### src/rtl/sram_seq_pkg.sv
package sram_seq_pkg;

  typedef enum logic [2:0] {
    ST_PWRUP,
    ST_IDLE,
    ST_RD_ACC,
    ST_RD_CAP,
    ST_WR_SETUP,
    ST_WR_PULSE,
    ST_WR_REC,
    ST_TURN
  } seq_state_e;

  // nanoseconds to whole clock cycles, rounded up, never below one
  function automatic int unsigned ns_to_cyc(input int unsigned t_ns, input int unsigned clk_ns);
    int unsigned c;
    c = (t_ns + clk_ns - 1) / clk_ns;
    if (c == 0) c = 1;
    return c;
  endfunction

  function automatic int unsigned max_u(input int unsigned a, input int unsigned b);
    return (a > b) ? a : b;
  endfunction

endpackage

### src/rtl/sram_pwr_lockout.sv
module sram_pwr_lockout #(
  parameter int unsigned WAIT_CYC = 100
) (
  input  logic clk,
  input  logic rst_n,
  output logic done
);
  localparam int unsigned CW = $clog2(WAIT_CYC + 1);
  localparam logic [CW-1:0] LIMIT = CW'(WAIT_CYC);

  logic [CW-1:0] cnt;

  always_ff @(posedge clk) begin
    if (!rst_n)              cnt <= '0;
    else if (cnt != LIMIT)   cnt <= cnt + 1'b1;
  end

  assign done = (cnt == LIMIT);

  AST_LOCK_SATURATES: assert property (@(posedge clk) disable iff (!rst_n)
    done |=> done);

endmodule

### src/rtl/sram_phase_timer.sv
module sram_phase_timer #(
  parameter int unsigned TW = 4
) (
  input  logic          clk,
  input  logic          rst_n,
  input  logic          load,
  input  logic [TW-1:0] load_val,
  output logic          last
);
  logic [TW-1:0] cnt;

  always_ff @(posedge clk) begin
    if (!rst_n)          cnt <= '0;
    else if (load)       cnt <= load_val;
    else if (cnt != '0)  cnt <= cnt - 1'b1;
  end

  // a phase loaded with N ends after N cycles
  assign last = (cnt <= TW'(1));

  AST_TMR_LOAD_NONZERO: assert property (@(posedge clk) disable iff (!rst_n)
    load |-> (load_val != '0));

endmodule

### src/rtl/sram_seq_fsm.sv
module sram_seq_fsm
  import sram_seq_pkg::*;
#(
  parameter int unsigned ADDR_W    = 18,
  parameter int unsigned DATA_W    = 8,
  parameter int unsigned TW        = 4,
  parameter int unsigned ACC_CYC   = 2,
  parameter int unsigned PULSE_CYC = 1,
  parameter int unsigned TURN_CYC  = 1
) (
  input  logic              clk,
  input  logic              rst_n,
  input  logic              pwr_done,
  input  logic              tmr_last,
  output logic              tmr_load,
  output logic [TW-1:0]     tmr_val,
  input  logic              req_valid,
  output logic              req_ready,
  input  logic              req_write,
  input  logic [ADDR_W-1:0] req_addr,
  input  logic [DATA_W-1:0] req_wdata,
  output logic              rsp_valid,
  output logic [DATA_W-1:0] rsp_rdata,
  output logic              mem_ce_n,
  output logic              mem_oe_n,
  output logic              mem_we_n,
  output logic [ADDR_W-1:0] mem_addr,
  output logic [DATA_W-1:0] mem_dq_o,
  output logic              mem_dq_oe,
  input  logic [DATA_W-1:0] mem_dq_i
);
  seq_state_e state, nxt;
  logic       accept;

  assign req_ready = (state == ST_IDLE);
  assign accept    = req_ready && req_valid;

  always_comb begin
    nxt      = state;
    tmr_load = 1'b0;
    tmr_val  = '0;
    unique case (state)
      ST_PWRUP:    if (pwr_done) nxt = ST_IDLE;
      ST_IDLE: begin
        if (accept) begin
          if (req_write) nxt = ST_WR_SETUP;
          else begin
            nxt      = ST_RD_ACC;
            tmr_load = 1'b1;
            tmr_val  = TW'(ACC_CYC);
          end
        end
      end
      ST_RD_ACC:   if (tmr_last) nxt = ST_RD_CAP;
      ST_RD_CAP: begin
        nxt      = ST_TURN;
        tmr_load = 1'b1;
        tmr_val  = TW'(TURN_CYC);
      end
      ST_TURN:     if (tmr_last) nxt = ST_IDLE;
      ST_WR_SETUP: begin
        nxt      = ST_WR_PULSE;
        tmr_load = 1'b1;
        tmr_val  = TW'(PULSE_CYC);
      end
      ST_WR_PULSE: if (tmr_last) nxt = ST_WR_REC;
      ST_WR_REC:   nxt = ST_IDLE;
      default:     nxt = ST_PWRUP;
    endcase
  end

  // every pin toward the memory is a flop decoded from the next state
  always_ff @(posedge clk) begin
    if (!rst_n) begin
      state     <= ST_PWRUP;
      mem_ce_n  <= 1'b1;
      mem_oe_n  <= 1'b1;
      mem_we_n  <= 1'b1;
      mem_dq_oe <= 1'b0;
      mem_addr  <= '0;
      mem_dq_o  <= '0;
      rsp_valid <= 1'b0;
      rsp_rdata <= '0;
    end else begin
      state     <= nxt;
      mem_ce_n  <= !(nxt inside {ST_RD_ACC, ST_WR_SETUP, ST_WR_PULSE, ST_WR_REC});
      mem_oe_n  <= (nxt != ST_RD_ACC);
      mem_we_n  <= (nxt != ST_WR_PULSE);
      mem_dq_oe <= (nxt inside {ST_WR_SETUP, ST_WR_PULSE, ST_WR_REC});
      if (accept) begin
        mem_addr <= req_addr;
        if (req_write) mem_dq_o <= req_wdata;
      end
      rsp_valid <= (state == ST_RD_ACC) && tmr_last;
      if ((state == ST_RD_ACC) && tmr_last) rsp_rdata <= mem_dq_i;
    end
  end

  AST_TURN_QUIET: assert property (@(posedge clk) disable iff (!rst_n)
    (state == ST_TURN) |-> (mem_oe_n && mem_ce_n && !mem_dq_oe));
  AST_ACCEPT_DROPS_READY: assert property (@(posedge clk) disable iff (!rst_n)
    accept |=> !req_ready);
  AST_READ_ENABLES_LOW: assert property (@(posedge clk) disable iff (!rst_n)
    (state == ST_RD_ACC) |-> (!mem_ce_n && !mem_oe_n && !mem_dq_oe));

endmodule

### src/rtl/sram_seq_ctrl.sv
module sram_seq_ctrl
  import sram_seq_pkg::*;
#(
  parameter int unsigned ADDR_W    = 18,
  parameter int unsigned DATA_W    = 8,
  parameter int unsigned CLK_NS    = 10,
  parameter int unsigned T_PWR_NS  = 1000,
  parameter int unsigned T_RC_NS   = 12,
  parameter int unsigned T_AA_NS   = 12,
  parameter int unsigned T_PWE_NS  = 8,
  parameter int unsigned T_SCE_NS  = 8,
  parameter int unsigned T_AW_NS   = 8,
  parameter int unsigned T_SD_NS   = 6,
  parameter int unsigned T_HZOE_NS = 6
) (
  input  logic              clk,
  input  logic              rst_n,
  input  logic              req_valid,
  output logic              req_ready,
  input  logic              req_write,
  input  logic [ADDR_W-1:0] req_addr,
  input  logic [DATA_W-1:0] req_wdata,
  output logic              rsp_valid,
  output logic [DATA_W-1:0] rsp_rdata,
  output logic              mem_ce_n,
  output logic              mem_oe_n,
  output logic              mem_we_n,
  output logic [ADDR_W-1:0] mem_addr,
  output logic [DATA_W-1:0] mem_dq_o,
  output logic              mem_dq_oe,
  input  logic [DATA_W-1:0] mem_dq_i
);
  localparam int unsigned PWR_CYC   = ns_to_cyc(T_PWR_NS, CLK_NS);
  localparam int unsigned ACC_CYC   = max_u(ns_to_cyc(T_AA_NS, CLK_NS), ns_to_cyc(T_RC_NS, CLK_NS));
  localparam int unsigned PULSE_CYC = max_u(max_u(ns_to_cyc(T_PWE_NS, CLK_NS), ns_to_cyc(T_SD_NS, CLK_NS)),
                                            max_u(ns_to_cyc(T_SCE_NS, CLK_NS), ns_to_cyc(T_AW_NS, CLK_NS)));
  localparam int unsigned TURN_CYC  = ns_to_cyc(T_HZOE_NS, CLK_NS);
  localparam int unsigned MAX_CYC   = max_u(max_u(ACC_CYC, PULSE_CYC), TURN_CYC);
  localparam int unsigned TW        = $clog2(MAX_CYC + 1) + 1;

  logic          pwr_done;
  logic          tmr_load;
  logic          tmr_last;
  logic [TW-1:0] tmr_val;

  sram_pwr_lockout #(.WAIT_CYC(PWR_CYC)) u_lockout (
    .clk   (clk),
    .rst_n (rst_n),
    .done  (pwr_done)
  );

  sram_phase_timer #(.TW(TW)) u_timer (
    .clk      (clk),
    .rst_n    (rst_n),
    .load     (tmr_load),
    .load_val (tmr_val),
    .last     (tmr_last)
  );

  sram_seq_fsm #(
    .ADDR_W    (ADDR_W),
    .DATA_W    (DATA_W),
    .TW        (TW),
    .ACC_CYC   (ACC_CYC),
    .PULSE_CYC (PULSE_CYC),
    .TURN_CYC  (TURN_CYC)
  ) u_fsm (
    .clk       (clk),
    .rst_n     (rst_n),
    .pwr_done  (pwr_done),
    .tmr_last  (tmr_last),
    .tmr_load  (tmr_load),
    .tmr_val   (tmr_val),
    .req_valid (req_valid),
    .req_ready (req_ready),
    .req_write (req_write),
    .req_addr  (req_addr),
    .req_wdata (req_wdata),
    .rsp_valid (rsp_valid),
    .rsp_rdata (rsp_rdata),
    .mem_ce_n  (mem_ce_n),
    .mem_oe_n  (mem_oe_n),
    .mem_we_n  (mem_we_n),
    .mem_addr  (mem_addr),
    .mem_dq_o  (mem_dq_o),
    .mem_dq_oe (mem_dq_oe),
    .mem_dq_i  (mem_dq_i)
  );

  AST_LOCKOUT_NO_READY: assert property (@(posedge clk) disable iff (!rst_n)
    !pwr_done |-> (!req_ready && mem_ce_n));
  AST_READY_BUS_IDLE: assert property (@(posedge clk) disable iff (!rst_n)
    req_ready |-> (mem_ce_n && mem_we_n && !mem_dq_oe));
  AST_WE_INSIDE_CE: assert property (@(posedge clk) disable iff (!rst_n)
    !mem_we_n |-> !mem_ce_n);
  AST_ADDR_STILL_UNDER_WE: assert property (@(posedge clk) disable iff (!rst_n)
    (!mem_we_n && !$past(mem_we_n)) |-> ($stable(mem_addr) && $stable(mem_dq_o)));
  AST_NO_OE_IN_WRITE: assert property (@(posedge clk) disable iff (!rst_n)
    !mem_we_n |-> (mem_oe_n && mem_dq_oe));
  AST_NO_DRIVE_CLASH: assert property (@(posedge clk) disable iff (!rst_n)
    mem_dq_oe |-> mem_oe_n);
  AST_RSP_ONE_CYCLE: assert property (@(posedge clk) disable iff (!rst_n)
    rsp_valid |=> !rsp_valid);
  AST_RSP_ENABLES_HIGH: assert property (@(posedge clk) disable iff (!rst_n)
    rsp_valid |-> (mem_ce_n && mem_oe_n));

endmodule

### config.mk
export PLATFORM = sky130hd
export DESIGN_NAME = sram_seq_ctrl
export DESIGN_NICKNAME = d
export VERILOG_FILES = /design/src/rtl/sram_seq_pkg.sv /design/src/rtl/sram_pwr_lockout.sv /design/src/rtl/sram_phase_timer.sv /design/src/rtl/sram_seq_fsm.sv /design/src/rtl/sram_seq_ctrl.sv
export SDC_FILE = /design/constraint.sdc
export NUM_CORES = 1
export LEC_CHECK = 0
export BUFFER_PORTS_ARGS = -buffer_cell sky130_fd_sc_hd__buf_4
export CORE_UTILIZATION = 42
export DETAILED_ROUTE_END_ITERATION = 8
export GPL_TIMING_DRIVEN = 0
export PLACE_DENSITY = 0.67
export SLEW_MARGIN = 25
export SYNTH_ARGS = -nofsm -noshare
export SYNTH_HDL_FRONTEND = slang
export SYNTH_SLANG_ARGS = --single-unit
### constraint.sdc
create_clock -name clk -period 1.9 [get_ports clk]
set_input_delay 0.095 -clock clk [delete_from_list [all_inputs] [get_ports clk]]
set_output_delay 0.095 -clock clk [all_outputs]
set_load 0.03 [all_outputs]
==> reports/results.txt, run 1 <==
Cell Rows: 25
Finished Layout Cells: 396
Final Critical Period: 1.775 ns
Drt wl/cell: 11.92 um
XOR/XNOR Fraction of Synth Area: 2.867%
Total CTS buffers: 5
Metal2 WL: 2324 um
Global-route usage over all layers: 18.00%
Worst Hold Class: primary input to flop
Yosys top cell area share: 48.68%
Sequential cell area: 0.001042 mm2
Largest net degree at the start of global routing: 19
Pre-CTS setup slack: 0.1023 ns
Postcts setup bufs: 0
Fmax: 563.3 MHz
Simple-gate share of the synthesized area: 22.47%
Post-Route WL: 4721 um
Synth Warn #: 0
Seq cells post-synth: 52
Vias in the first global route: 1,711
Clock Skew: 0.005294 ns
Max IR drop VDD: 0.0004121 V
Top-count cell post-synth: nand2_1
Die H: 73.35 um
R2R setup slack: 0.12 ns
DRT iter0 DRCs: 83
Compound-Gate Fraction of Synth Area: 14.10%
Maxcap violations: 0
Root Driver: clkbuf_8
Critical Path RT: 2.08 ns
Clock Sink Count: 52
RR Endpoint: u_fsm.mem_we_n
Met3 WL: 251 um
Routability cong.: 0.8059
Hold WS: 0.01864 ns
Area of the multi-input gates: 0.001006 mm2
Grt ovf: 0
Max-slew violation count: 0
Core area: 0.004817 mm2
Critical path launch point: u_timer.cnt[0]
Post-synth top cells: 56 x nand2_1, 52 x dfxtp_1, 27 x a21oi_1
Crit Path Category: flop to flop
Reg2reg start: u_timer.cnt[0]
Tcrit/Tclk final: 93.44%
CTS tree: done
Share of cells above drive strength 1: 31.31%
Maximum fanout along the worst path: 5
Largest area contributor in the netlist: dfxtp_1
Register area share after synthesis: 48.68%
Total power: 2.177 mW
Main combinational cell family by area after synthesis: simple AND/OR/NAND/NOR gates
Crit path arrival time: 1.96 ns
Syn Area/Cell: 8.764 um2
Synth area leaders: dfxtp_1 49%, nand2_1 9.8%, a21oi_1 6.3%, mux2i_1 4.7%, nor2_1 4.0%
Fraction of registers with async set/reset: 0%
EDFF count, synth: 0
Crit path to: u_fsm.mem_we_n
Leak: 1.179 nW
Net Count, Synth: 287
Syn Inst Count: 244
Placed cell count: 388
I/O pins: 78
Post-synthesis cell area: 0.002138 mm2
Fin Setup TNS: 0 ns
Critical path endpoint category: flop
Metal-1 WL: 2120 um
DRC: 0
Initial core utilization: 44.39%
Final worst setup slack: 0.1246 ns
Antenna fix cells: 0
Power per cell area: 752.0 mW/mm2
Die area: 0.005380 mm2
R2R cell count: 5
CTS max path bufs: 2
Status: finished clean
Die Wd: 73.35 um
Post-DR vias/cell: 4.821
Synth cell types: 42
Final setup violation count: 0
Worst-margin pin slew: 0.4933 ns
Layout net count: 371
Port Buffers: 77
Final hold violations: 0
Vias post-DR: 1,909
First-pass GRT wire length: 7507 um
Initial antenna violation count: 0
Area Growth Syn to Fin: 35.40%
Post-synthesis mux area share: 4.681%
H-tree depth: 2
Setup crit start kind: flop
RSZ-0062 raised after global routing: false
Fillers: 479
Dominant synthesized flop cell: dfxtp_1
Antenna Nets Post-Route: 0
Slew HR: 66.67%
Worst-Skew Late Latency: 0.30 ns
Post-DP HPWL: 3575 um
Highest routed layer: met4
Reg clk slew, reported paths: 0.10 ns
Drt pass-1 iters: 4
Post-synthesis adder-cell area fraction: 2.926%
-- critical path, stage by stage (launching register included) --
cell	delay, ns
dfxtp_1	0.46
ha_1	0.21
o21bai_4	0.16
a211o_1	0.17
o311ai_1	0.14
or4_1	0.51
-- power breakdown --
group	total [mW]	switching [mW]	internal, mW	leakage [nW]
Clock	0.652	0.383	0.269	0.0452
Combinational	0.347	0.158	0.189	0.713
Sequential	1.18	0.0544	1.12	0.420
-- cells by family after synthesis --
family / count (synthesis)
flops: 52
compound gates: 46
buf+inv: 20
fa+ha+maj: 5
simple gates: 104
mux: 10
xor+xnor: 7
-- per-stage QoR --
stage	util, %	cell area (um2)
2_1_floorplan	-	2138
3_3_place_gp	58.13	2800
3_5_place_dp	58.13	2800
4_1_cts	60.08	2894
5_1_grt	60.10	2895
6_report	60.10	2895
-- area by class of cell --
class	count	share of cell area (%)
flip-flops and latches	52	36.00
inverters	7	0.9075
well taps	67	2.895
multi-input cells	172	34.74
clock buffers	5	2.377
clock inverters	3	0.8643
plain buffers	13	2.247
repair buffers	77	19.97
-- sequential cells by signal, summed over array words and instances (netlist names), 3 cells and up --
register         count
u_fsm.mem_dq_o       8
u_fsm.mem_addr      18
u_lockout.cnt        7
u_timer.cnt          3
u_fsm.state          3
u_fsm.rsp_rdata      8
-- routing by layer --
metal | GRT usage (%) | vias up
met5 | 0 | -
met4 | 5.342 | 0
met3 | 5.487 | 2
met2 | 31.48 | 51
met1 | 21.18 | 877
li1 | - | 979
-- cells in the final DEF (no fill, tap or decap), types with 3 or more instances in the layout --
master	Yosys	layout
buf_4	0	77
nand2_1	56	56
dfxtp_1	52	51
a21oi_1	27	27
nor2_1	23	23
mux2i_1	10	10
buf_2	7	7
inv_1	6	6
nand3_1	6	6
xor2_1	5	5
ha_1	5	5
clkbuf_8	0	5
clkbuf_1	4	4
nand2b_1	3	3
a211oi_1	3	3
-- how the worst min path moves through the flow --
stage / start / endpoint / slack, ns / cells after the start
final: mem_dq_i[2] / u_fsm.rsp_rdata[2] / 0.02 / 3
after detailed placement: mem_dq_i[2] / u_fsm.rsp_rdata[2] / 0.34 / 3
after global placement: mem_dq_i[4] / u_fsm.rsp_rdata[4] / 0.33 / 3
after global routing: req_addr[13] / u_fsm.mem_addr[13] / 0.006 / 3
after floorplan: rst_n / u_timer.cnt[0] / 0.21 / 1
after CTS: mem_dq_i[2] / u_fsm.rsp_rdata[2] / 0.003 / 3
-- timing repair --
action	in CTS	in global routing
gates resized for setup	0	1
setup endpoints to repair	0	1
hold buffers	0	0
No activity file was read; power rests on OpenSTA's default activity.
==> run 2, diff against run 1 <==
--- a/config.mk
+++ b/config.mk
@@ -5,11 +5,13 @@
 export SDC_FILE = /design/constraint.sdc
 export NUM_CORES = 1
 export LEC_CHECK = 0
+export ABC_AREA = 1
 export BUFFER_PORTS_ARGS = -buffer_cell sky130_fd_sc_hd__buf_4
 export CORE_UTILIZATION = 42
+export CTS_BUF_LIST = sky130_fd_sc_hd__clkbuf_4
 export DETAILED_ROUTE_END_ITERATION = 8
 export GPL_TIMING_DRIVEN = 0
-export PLACE_DENSITY = 0.67
+export PLACE_DENSITY = 0.66
 export SLEW_MARGIN = 25
 export SYNTH_ARGS = -nofsm -noshare
 export SYNTH_HDL_FRONTEND = slang
==> reports/results.txt, run 2 <==
Max IR drop VDD: 0.0003832 V
Die Wd: 73.60 um
Cell Rows: 25
H-tree depth: 2
Crit Path Category: flop to flop
Fin Setup TNS: 0 ns
Synth cell types: 32
Vias post-DR: 2,195
Area Growth Syn to Fin: 48.81%
Vias in the first global route: 2,018
Register area share after synthesis: 48.34%
DRT iter0 DRCs: 117
Critical Path RT: 2.19 ns
Worst Hold Class: primary input to flop
Port Buffers: 76
Most frequent cells in the layout: 78 x buf_4, 69 x nor2_1, 52 x dfxtp_1
Maximum fanout along the worst path: 10
Antenna fix cells: 0
Global-route usage over all layers: 22.66%
Total CTS buffers: 5
Crit path arrival time: 1.85 ns
Finished Layout Cells: 464
Drt wl/cell: 11.99 um
Die H: 73.60 um
Drt pass-1 iters: 4
Dominant synthesized flop cell: dfxtp_1
Worst path cell trace: inv_1, ha_1, inv_1, o21ai_0, nand3_1, buf_4, nand4_1, nor2_1, nand2_1
I/O pins: 78
Share of cells above drive strength 1: 25.19%
Routability cong.: 0.7988
Post-DR vias/cell: 4.731
Synth Warn #: 0
Net Count, Synth: 322
Slew HR: 66.28%
Post-DP HPWL: 3766 um
Syn Inst Count: 279
Worst path slowest cell: dfxtp_1
Total power: 2.076 mW
Post-Route WL: 5562 um
Largest Register: u_fsm.mem_addr
Cell area after layout: 0.003204 mm2
Final core utilization: 66.52%
Syn Area/Cell: 7.718 um2
Initial core utilization: 44.70%
Largest area contributor in the netlist: dfxtp_1
Root Driver: clkbuf_4
Post-CTS resize count: 0
Postcts setup bufs: 0
Fmax: 638.9 MHz
Seq cells post-synth: 52
DRC: 0
Largest registers: u_fsm.mem_addr: 18 flops, u_fsm.mem_dq_o: 8 flops, u_fsm.rsp_rdata: 8 flops
Max-slew violation count: 0
Yosys top cell area share: 48.34%
Max incr delay on CP: 0.40 ns
Reg clk slew, reported paths: 0.15 ns
Fraction of registers with async set/reset: 0%
Layout net count: 439
# hold bufs at CTS: 34
CTS tree: done
Top-count cell post-synth: nor2_1
Die area: 0.005417 mm2
EDFF count, synth: 0
Final hold violations: 0
Final setup violation count: 0
Tcrit/Tclk final: 82.38%
Worst-margin pin slew: 0.5058 ns
Synth area leaders: dfxtp_1 48%, nor2_1 12%, o21ai_0 7.2%, nand2_1 6.4%, a21oi_1 3.3%
CTS max path bufs: 2
Initial antenna violation count: 0
Grt ovf: 0
Leak: 1.424 nW
DP Area: 0.002808 mm2
Max reg flops: 18
Crit-path most repeated cell: inv_1
Status: finished clean
Core area: 0.004817 mm2
RSZ-0062 raised after global routing: false
Antenna Nets Post-Route: 0
Largest net degree at the start of global routing: 16
Most common cell after layout, fill and taps aside: buf_4
Clock Sink Count: 52
Critical path endpoint category: flop
Setup crit start kind: flop
Placed cell count: 422
Worst-Skew Late Latency: 0.37 ns
First-pass GRT wire length: 9287 um
Post-synthesis cell area: 0.002153 mm2
Post-synth top cells: 69 x nor2_1, 52 x dfxtp_1, 37 x nand2_1
Maxcap violations: 0
Final Critical Period: 1.565 ns
Power per cell area: 647.9 mW/mm2
Clock Skew: 0.01070 ns
==> run 2: cell type report <==
type | count | area [um2]
clock buffers | 6 | 45.04
plain buffers | 10 | 61.31
inverters | 22 | 87.58
multi-input cells | 195 | 963.4
fillers | 456 | 1613
well taps | 67 | 83.83
flip-flops and latches | 52 | 1041
clock inverters | 2 | 11.26
repair buffers | 110 | 910.9
==> run 2: layer usage <==
layer,wire [um],global-route usage [%],up-vias
met5,0,0,-
met4,116,8.547,0
met3,276,4.390,10
met2,2793,38.53,72
met1,2376,28.27,983
li1,-,-,1130
==> run 2: path summary, 6_finish.rpt <==
path / from / endpoint / slack, ns / cells after the start
worst min-delay path: req_write / u_fsm.mem_dq_o[5] / 0.1 / 3
worst min register to register: u_fsm.mem_dq_o[0] / u_fsm.mem_dq_o[0] / 0.48 / 2
worst max register to register: u_timer.cnt[1] / u_fsm.mem_oe_n / 0.33 / 9
worst max-delay path: u_timer.cnt[1] / u_fsm.mem_oe_n / 0.33 / 9
==> run 2: stage by stage <==
stage	hold slack, ns	worst slack [ns]
after floorplan	0.2550	0.5627
after global placement	0.3447	0.3562
after detailed placement	0.3551	0.3599
after CTS	0.07964	0.3376
after global routing	0.08824	0.1652
final	0.09655	0.3347
==> run 2: critical path, delay by kind of cell (launching register included) <==
| family | cells | cell delay [ns] |
|---|---|---|
| AO/OA/AOI/OAI | 1 | 0.11 |
| AND/OR/NAND/NOR | 4 | 0.46 |
| buffers and inverters | 3 | 0.32 |
| adder cells (fa/ha/maj) | 1 | 0.20 |
| flip-flops | 1 | 0.40 |
==> run 2: kinds of logic after synthesis <==
group / after synthesis / share of synthesized area, %
and+or+nand+nor: 136 / 28.01
DFF: 52 / 48.34
AOI/OAI and AO/OA: 50 / 12.20
buffers and inverters: 32 / 6.914
adders and majority gates: 5 / 2.905
xor gates and xnor gates: 4 / 1.627
==> run 2: power by group <==
part | switching [mW] | internal [mW]
Combinational | 0.210 | 0.205
Clock | 0.347 | 0.156
Sequential | 0.0319 | 1.13
==> run 3, diff against run 2 <==
--- a/config.mk
+++ b/config.mk
@@ -5,13 +5,13 @@
 export SDC_FILE = /design/constraint.sdc
 export NUM_CORES = 1
 export LEC_CHECK = 0
-export ABC_AREA = 1
+export ABC_AREA = 0
 export BUFFER_PORTS_ARGS = -buffer_cell sky130_fd_sc_hd__buf_4
 export CORE_UTILIZATION = 42
 export CTS_BUF_LIST = sky130_fd_sc_hd__clkbuf_4
 export DETAILED_ROUTE_END_ITERATION = 8
 export GPL_TIMING_DRIVEN = 0
-export PLACE_DENSITY = 0.66
+export PLACE_DENSITY = 0.67
 export SLEW_MARGIN = 25
 export SYNTH_ARGS = -nofsm -noshare
 export SYNTH_HDL_FRONTEND = slang
==> constraint.sdc (replaced) <==
create_clock -name clk -period 1.6 [get_ports clk]
set_input_delay 0.08 -clock clk [delete_from_list [all_inputs] [get_ports clk]]
set_output_delay 0.08 -clock clk [all_outputs]
set_load 0.03 [all_outputs]
==> reports/results.txt, run 3 (synthesis results as in run 1) <==
Clock Skew: 0.01147 ns
Post-DP HPWL: 3542 um
Final worst setup slack: -0.04565 ns
Hold WS: 0.09228 ns
Met2 Usage GRT: 37.55%
Crit Path Category: flop to flop
Met1 usage: 22.37%
Port Buffers: 77
Clock Sink Count: 52
Tcrit/Tclk final: 102.9%
Grt ovf: 0
Vias in the first global route: 1,985
Cell Rows: 25
Die H: 73.35 um
H-tree depth: 2
Max IR drop VDD: 0.0005532 V
Worst-margin pin slew: 0.4518 ns
Met3 global-route usage: 5.761%
Global-route usage over all layers: 20.49%
Largest Register: u_fsm.mem_addr
DP Area: 0.002803 mm2
DRT iter0 DRCs: 53
Most frequent cells in the layout: 83 x buf_4, 56 x nand2_1, 48 x dfxtp_1
Layout net count: 413
DRC: 0
Die Wd: 73.35 um
Setup crit start kind: flop
Post-Route WL: 5506 um
Max-slew violation count: 0
Critical path endpoint category: flop
Psw: 0.7169 mW
Initial core utilization: 44.39%
Power per cell area: 846.9 mW/mm2
Fillers: 397
Antenna fix cells: 0
Max reg flops: 18
Largest net degree at the start of global routing: 16
Crit path arrival time: 1.90 ns
Most common cell after layout, fill and taps aside: buf_4
Critical Path RT: 1.85 ns
Final hold violations: 0
Final Critical Period: 1.646 ns
Vias post-DR: 2,088
Hold Path Depth: 3
Total CTS buffers: 5
Clk pwr share: 30.7%
Final core utilization: 70.31%
CTS max path bufs: 2
Busiest grt layer: met2
Largest registers: u_fsm.mem_addr: 18 flops, u_fsm.mem_dq_o: 8 flops, u_fsm.rsp_rdata: 8 flops
Status: finished with violations
Leak: 1.380 nW
First-pass GRT wire length: 8507 um
Post-DR vias/cell: 4.778
Failing checks: setup timing
RSZ-0062 raised after global routing: true
Share of cells above drive strength 1: 32.16%
Core area: 0.004817 mm2
Antenna Nets Post-Route: 0
Root Driver: clkbuf_4
Drt pass-1 iters: 4
I/O pins: 78
Worst-Skew Late Latency: 0.37 ns
Worst Hold Class: primary input to flop
Fin Setup TNS: -0.05771 ns
Fmax: 607.7 MHz
Part of the power in combinational logic: 19.7%
Drt wl/cell: 12.60 um
Reg clk slew, reported paths: 0.14 ns
Slew HR: 69.47%
Routability cong.: 0.7726
Final setup violation count: 2
Sw Share: 24.99%
Die area: 0.005380 mm2
Area Growth Syn to Fin: 58.40%
CTS tree: done
R2R cell count: 5
Maxcap violations: 0
Cell area after layout: 0.003387 mm2
Sequential Power Share: 49.6%
Internal power: 2.152 mW
Maximum fanout along the worst path: 5
Initial antenna violation count: 0
[run 3: path summary, 6_finish.rpt]
| path | from | to | slack [ns] |
|---|---|---|---|
| worst max register to register | u_timer.cnt[0] | u_fsm.mem_we_n | -0.05 |
| worst min register to register | u_fsm.mem_dq_o[5] | u_fsm.mem_dq_o[5] | 0.46 |
| worst min-delay path | req_write | u_timer.cnt[1] | 0.09 |
| worst max-delay path | u_timer.cnt[0] | u_fsm.mem_we_n | -0.05 |
[run 3: power by group through the flow]
stage | clock (mW) | combinational [mW] | sequential, mW
floorplan | 0 | 0.294 | 1.42
global placement | 0 | 0.404 | 1.43
detailed placement | 0 | 0.410 | 1.43
CTS | 0.905 | 0.544 | 1.41
global route | 0.959 | 0.627 | 1.43
finish | 0.881 | 0.566 | 1.42
[run 3: stage by stage]
stage | power [mW] | setup slack (ns) | std cells
2_1_floorplan | 1.712 | 0.008797 | 244
3_3_place_gp | 1.835 | -0.1060 | 388
3_5_place_dp | 1.843 | -0.1136 | 388
4_1_cts | 2.863 | -0.06212 | 433
5_1_grt | 3.017 | -0.07740 | 437
6_report | 2.868 | -0.04565 | 437
[run 3: metal layers]
layer  routed length [um]  vias to the layer above
li1                     -                     1073
met1                 2317                      946
met2                 2793                       58
met3                  270                       11
met4                  125                        0
met5                    0                        -
[run 3: final cells by class]
cell class                      count  area [um2]  share of cell area [%]
Buffer                             13       77.57                   2.290
Inverter                            7       28.78                  0.8496
Clock buffer                        5       37.54                   1.108
Clock inverter                      2       60.06                   1.773
Tap cell                           67       83.83                   2.475
Timing Repair Buffer              119       984.7                   29.07
Multi-Input combinational cell    172        1064                   31.40
Sequential cell                    52        1051                   31.03
[run 3: what timing repair did]
item                                    4_1_cts  5_1_grt
setup buffers                                 3        3
pin swaps                                     6        6
cloned                                        0        1
resized for setup                            12       12
hold endpoints to repair                     37        0
hold buffers                                 35        0
endpoints found under the setup margin       12       21
[run 3: critical path, stage by stage, from the launching register on]
cell and delay (ns):
dfxtp_4 0.42, ha_4 0.14, o21bai_4 0.15, a211o_1 0.22, o311ai_4 0.11, or4_1 0.49
